## config.mk

```make
export PLATFORM = sky130hd
export DESIGN_NAME = edge_order_pulse_gen
export DESIGN_NICKNAME = d
export VERILOG_FILES = /design/src/rtl/edge_pulse_pkg.sv /design/src/rtl/ep_edge_det.sv /design/src/rtl/ep_width_meter.sv /design/src/rtl/ep_order_fsm.sv /design/src/rtl/edge_order_pulse_gen.sv
export SDC_FILE = /design/constraint.sdc
export NUM_CORES = 1
export LEC_CHECK = 0
export CAP_MARGIN = 20
export CORE_ASPECT_RATIO = 0.9
export CORE_MARGIN = 8
export CORE_UTILIZATION = 50
export CTS_BUF_LIST = sky130_fd_sc_hd__clkbuf_4 sky130_fd_sc_hd__clkbuf_8
export CTS_CLUSTER_SIZE = 20
export DETAILED_ROUTE_END_ITERATION = 7
export PLACE_DENSITY_LB_ADDON = 0.08
export SYNTH_ARGS = -nofsm -noshare
export SYNTH_HDL_FRONTEND = slang
export SYNTH_SLANG_ARGS = --single-unit
```

## constraint.sdc

```tcl
create_clock -name clk -period 3.1 [get_ports clk]
set_clock_uncertainty 0.15 [all_clocks]
set_input_delay 0.93 -clock clk [delete_from_list [all_inputs] [get_ports clk]]
set_output_delay 0.93 -clock clk [all_outputs]
set_load 0.005 [all_outputs]
```

## src/rtl/edge_pulse_pkg.sv

```systemverilog
package edge_pulse_pkg;

    // Ordering controller states
    typedef enum logic [1:0] {
        ST_IDLE    = 2'd0,
        ST_A_FIRST = 2'd1,
        ST_B_FIRST = 2'd2,
        ST_PULSE   = 2'd3
    } ord_state_e;

    // Index of each input in the edge detector array
    localparam int SIG_A = 0;
    localparam int SIG_B = 1;
    localparam int NUM_SIGS = 2;

endpackage

```

## src/rtl/ep_edge_det.sv

```systemverilog
// Registered rise/fall detector: pulses one cycle after the sampled change.
module ep_edge_det (
    input  logic clk,
    input  logic rst_n,
    input  logic sig_i,
    output logic rise_o,
    output logic fall_o
);

    logic dly_q;

    always_ff @(posedge clk or negedge rst_n) begin
        if (!rst_n) begin
            dly_q  <= 1'b0;
            rise_o <= 1'b0;
            fall_o <= 1'b0;
        end else begin
            dly_q  <= sig_i;
            rise_o <= sig_i & ~dly_q;
            fall_o <= dly_q & ~sig_i;
        end
    end

endmodule

```

## src/rtl/ep_width_meter.sv

```systemverilog
// Counts the cycles between the registered rise and fall pulses of A.
// The width output bypasses the fall cycle so the fresh value is usable at once.
module ep_width_meter #(
    parameter int CNT_W = 16
) (
    input  logic             clk,
    input  logic             rst_n,
    input  logic             rise_i,
    input  logic             fall_i,
    output logic [CNT_W-1:0] width_o
);

    localparam logic [CNT_W-1:0] CNT_MAX = '1;
    localparam logic [CNT_W-1:0] CNT_ONE = CNT_W'(1);

    logic             active_q;
    logic [CNT_W-1:0] run_q;
    logic [CNT_W-1:0] meas_q;

    always_ff @(posedge clk or negedge rst_n) begin
        if (!rst_n) begin
            active_q <= 1'b0;
            run_q    <= '0;
            meas_q   <= '0;
        end else begin
            if (rise_i) begin
                active_q <= 1'b1;
                run_q    <= CNT_ONE;
            end else if (fall_i) begin
                active_q <= 1'b0;
                meas_q   <= run_q;
            end else if (active_q && (run_q != CNT_MAX)) begin
                run_q <= run_q + CNT_ONE;
            end
        end
    end

    assign width_o = fall_i ? run_q : meas_q;

endmodule

```

## src/rtl/ep_order_fsm.sv

```systemverilog
// Tracks which of A-fall / B-rise came first, then times the output pulse.
module ep_order_fsm
    import edge_pulse_pkg::*;
#(
    parameter int CNT_W = 16
) (
    input  logic             clk,
    input  logic             rst_n,
    input  logic             a_fall_i,
    input  logic             b_rise_i,
    input  logic             b_fall_i,
    input  logic             fall_mode_i,
    input  logic [CNT_W-1:0] width_i,
    output logic             pulse_o
);

    localparam logic [CNT_W-1:0] CNT_ONE = CNT_W'(1);

    ord_state_e       state_q, state_d;
    logic [CNT_W-1:0] rem_q;
    logic             pulse_done;
    logic             entering;

    assign pulse_done = fall_mode_i ? b_fall_i : (rem_q <= CNT_ONE);
    assign entering   = (state_q != ST_PULSE) && (state_d == ST_PULSE);

    always_comb begin
        state_d = state_q;
        unique case (state_q)
            ST_IDLE: begin
                if (a_fall_i && b_rise_i) state_d = ST_PULSE;
                else if (a_fall_i)        state_d = ST_A_FIRST;
                else if (b_rise_i)        state_d = ST_B_FIRST;
            end
            ST_A_FIRST: if (b_rise_i)   state_d = ST_PULSE;
            ST_B_FIRST: if (a_fall_i)   state_d = ST_PULSE;
            ST_PULSE:   if (pulse_done) state_d = ST_IDLE;
            default:                    state_d = ST_IDLE;
        endcase
    end

    // State register
    always_ff @(posedge clk or negedge rst_n) begin
        if (!rst_n) state_q <= ST_IDLE;
        else        state_q <= state_d;
    end

    // Outputs: pulse level and remaining-width down-counter
    always_ff @(posedge clk or negedge rst_n) begin
        if (!rst_n) begin
            pulse_o <= 1'b0;
            rem_q   <= '0;
        end else begin
            pulse_o <= (state_d == ST_PULSE);
            if (entering)
                rem_q <= width_i;
            else if ((state_q == ST_PULSE) && (rem_q > CNT_ONE))
                rem_q <= rem_q - CNT_ONE;
        end
    end

endmodule

```

## src/rtl/edge_order_pulse_gen.sv

```systemverilog
module edge_order_pulse_gen
    import edge_pulse_pkg::*;
#(
    parameter int CNT_W = 16
) (
    input  logic clk,
    input  logic rst_n,
    input  logic a_in,
    input  logic b_in,
    input  logic fall_mode,
    output logic pulse_out
);

    logic [NUM_SIGS-1:0] sig_vec;
    logic [NUM_SIGS-1:0] rise_p;
    logic [NUM_SIGS-1:0] fall_p;
    logic [CNT_W-1:0]    a_width;

    assign sig_vec[SIG_A] = a_in;
    assign sig_vec[SIG_B] = b_in;

    for (genvar g = 0; g < NUM_SIGS; g++) begin : g_edge
        ep_edge_det u_det (
            .clk    (clk),
            .rst_n  (rst_n),
            .sig_i  (sig_vec[g]),
            .rise_o (rise_p[g]),
            .fall_o (fall_p[g])
        );
    end

    ep_width_meter #(.CNT_W(CNT_W)) u_meter (
        .clk     (clk),
        .rst_n   (rst_n),
        .rise_i  (rise_p[SIG_A]),
        .fall_i  (fall_p[SIG_A]),
        .width_o (a_width)
    );

    ep_order_fsm #(.CNT_W(CNT_W)) u_fsm (
        .clk         (clk),
        .rst_n       (rst_n),
        .a_fall_i    (fall_p[SIG_A]),
        .b_rise_i    (rise_p[SIG_B]),
        .b_fall_i    (fall_p[SIG_B]),
        .fall_mode_i (fall_mode),
        .width_i     (a_width),
        .pulse_o     (pulse_out)
    );

endmodule

```

==> impl_results.md <==
* Worst setup SP type: flip-flop
* CTS sink cnt at 58
* Final Hold Viols at 0
* CP required at 3.17 ns
* Worst skew pair latency at 0.34 ns
* Site row count at 26
* R2R depth at 7
* Final Cycle Share at 78.4%
* Placeable core area at 5730 µm²
* Yosys top cell by area: dfrtp_1
* Setup crit end kind: flip-flop
* Worst path arrival time at 2.50 ns
* Full die area at 8690 µm²
* CTS tree: yes
* CTS HTree Levels at 3
* DR DRC count at 0
* Syn_nets at 293
* Via/cell ratio at 5.95
* Syn_area_per_cell at 10.5 µm²
* TritonRoute pass-1 iters at 4
* Setup TNS at 0 ns
* Routed len/inst at 16.8 µm
* Drt total wl at 6130 µm
* Hold crit path type: flip-flop to flip-flop
* Design Power at 2650 µW
* Post-CTS setup buffer count at 0
* Initial Util at 52.0%
* Fin. max-slew vios at 0
* Crit path time final at 2.43 ns
* Synth warn at 0
* Slowest-stage cell, CP: dfrtp_1
* Top-count cell post-synth: dfrtp_1
* Worst slew pin tran at 0.741 ns
* ANT nets after route at 0
* Antenna diodes at 0
* Placed Area at 3050 µm²
* Initial drt markers at 126
* Crit Path Max Fanout at 17
* Global-route wire length before repair at 10700 µm
* #FFs+latches synth at 58
* DP HPWL at 4110 µm
* # setup viols final at 0
* Hold Crit Depth at 1
* Mapped Area at 2980 µm²
* # IOs at 6
* Crit Path Category: flip-flop to flip-flop
* GRT Util Overall at 15.5%
* Hold buffer count at CTS at 0
* PostCTS Resize Cnt at 0
* Global-route congestion overflow total at 0
* Max VDD drop at 0.655 mV
* Top post-synthesis cells by count: 58 x dfrtp_1, 33 x nor2_1, 25 x nand2_1
* Post-synth EDFFs at 0
* Share of post-route cells with drive strength above 1 at 16.3%
* Yosys cell types at 46
* Slew margin rel. at 50.6%
* Unrepaired setup endpoints after global routing: no
* Mapped Cells at 285
* Power Dens Cells at 818 nW/µm²
* Cell Chain, Critical Path: inv_1 > ha_1 > nor2_1 > and4bb_1 > a21o_4 > or4_1 > a311o_1
* Leakage power at 0.00138 µW
* Area Overhead vs Synth at 8.78%
* Synth top area share at 48.7%
* Outcome: complete, no violations
* Die W at 97.4 µm
* Gpl congestion at 0.820
* Initial antenna violation count at 0
* Crit path largest cell delay at 0.42 ns
* Post-route cell area at 3240 µm²
* Via count of the first global-routing pass at 2167
* IO Port Bufs at 5
* Most used DFF post-synth: dfrtp_1
* # nets final at 297
* Max cap viols at 0
* Clock slew at reported path FFs at 0.07 ns
* TritonCTS Buffers at 9
* Clock root buffer: clkbuf_8
* Dominant cells by area after synthesis: dfrtp_1 49%, mux2_2 7.9%, mux2i_1 4.4%
* Highest clock rate at 411 MHz
* Die height at 89.2 µm
* Pin count of the biggest net entering global routing at 59
* Ys async rst share at 100%
* Via count at 2165
* Register area share after synthesis at 48.7%
* CTS max path bufs at 2
## per-stage QoR
step	std cells	setup slack, ns	utilization [%]	hold WS [ns]
floorplan	285	0.859	-	0.245
global placement	348	0.747	53.3	0.254
detailed placement	348	0.676	53.3	0.260
CTS	364	0.690	56.6	0.269
global route	364	0.387	56.6	0.300
finish	364	0.669	56.6	0.265
## where the power goes
group	switching, µW	internal, µW
clock network	307	352
logic	589	359
registers	142	901
total	1040	1610
## area by class of cell
class	count	area, µm²
clock buffer	12	165
clock inverter	4	25.0
fill	527	2480
inverter	4	15.0
multi-input combinational	207	1420
sequential	58	1450
tap	70	87.6
timing repair buffer	9	75.1
## cells by family (layout without fill, tap and decap cells)
group           after synthesis  count (layout)  share of synthesized area, %
flops                        58              58                          48.7
buf+inv                      20              29                          3.57
xor+xnor                     13              13                          3.82
mux                          34              34                          12.3
fa+ha+maj                     3               3                          1.26
simple gates                117             117                          20.0
compound gates               40              40                          10.3
## cells in the final DEF (no fill, tap or decap), types with 2 or more instances in the layout
| cell | n |
|---|---|
| ha_1 | 3 |
| and4_1 | 2 |
| clkdlybuf4s50_1 | 4 |
| nand2b_1 | 2 |
| a311o_1 | 4 |
| dfrtp_1 | 58 |
| clkinv_2 | 2 |
| nand4_1 | 3 |
| and3_1 | 4 |
| xnor2_1 | 10 |
| nor2b_1 | 6 |
| or3_1 | 3 |
| buf_4 | 4 |
| o211ai_1 | 2 |
| xor2_1 | 3 |
| o22ai_1 | 2 |
| nor4_1 | 12 |
| nor2_1 | 33 |
| a21oi_1 | 6 |
| nor3_1 | 6 |
| and2_1 | 2 |
| nand3_1 | 11 |
| mux2_2 | 21 |
| a31oi_1 | 4 |
| nand2_1 | 25 |
| o221ai_1 | 3 |
| or4_1 | 2 |
| o311ai_0 | 6 |
| a211o_1 | 2 |
| clkbuf_8 | 12 |
| mux2i_1 | 13 |
| o21ai_0 | 3 |
| clkinvlp_4 | 2 |
| inv_1 | 4 |
| o31ai_1 | 2 |
## worst max-delay path: cells and delay by family, from the launching register on
kind	cells	cell delay [ns]
flip-flops	1	0.42
adder cells (fa/ha/maj)	1	0.24
AO/OA/AOI/OAI	2	0.65
buffers and inverters	1	0.10
AND/OR/NAND/NOR	3	0.75
## routing by layer
| layer | GRT usage, % | part of all wire [%] | vias up |
|---|---|---|---|
| li1 | - | - | 1049 |
| met1 | 19.6 | 49 | 1062 |
| met2 | 23.8 | 45 | 43 |
| met3 | 4.71 | 3.8 | 11 |
| met4 | 7.69 | 2.0 | 0 |
| met5 | 0 | 0 | - |
## flip-flops by register name, summed over array words and instances (netlist names)
register,count
u_meter.meas_q,16
g_edge.u_det.rise_o,2
g_edge.u_det.fall_o,2
u_meter.active_q,1
g_edge.u_det.dly_q,2
u_fsm.pulse_o,1
u_meter.run_q,16
u_fsm.state_q,2
u_fsm.rem_q,16
## final timing paths
path | start | endpoint | slack [ns]
setup / recovery | u_fsm.rem_q[0] | u_fsm.rem_q[3] | 0.67
hold / removal | g_edge[1].u_det.dly_q | g_edge[1].u_det.rise_o | 0.27
setup reg to reg | u_fsm.rem_q[0] | u_fsm.rem_q[3] | 0.67
hold reg to reg | g_edge[1].u_det.dly_q | g_edge[1].u_det.rise_o | 0.27
max in group asynchronous | rst_n | u_meter.meas_q[0] | 1.72
min in group asynchronous | rst_n | u_meter.run_q[6] | 0.58
(Power assumes the default switching activity.)
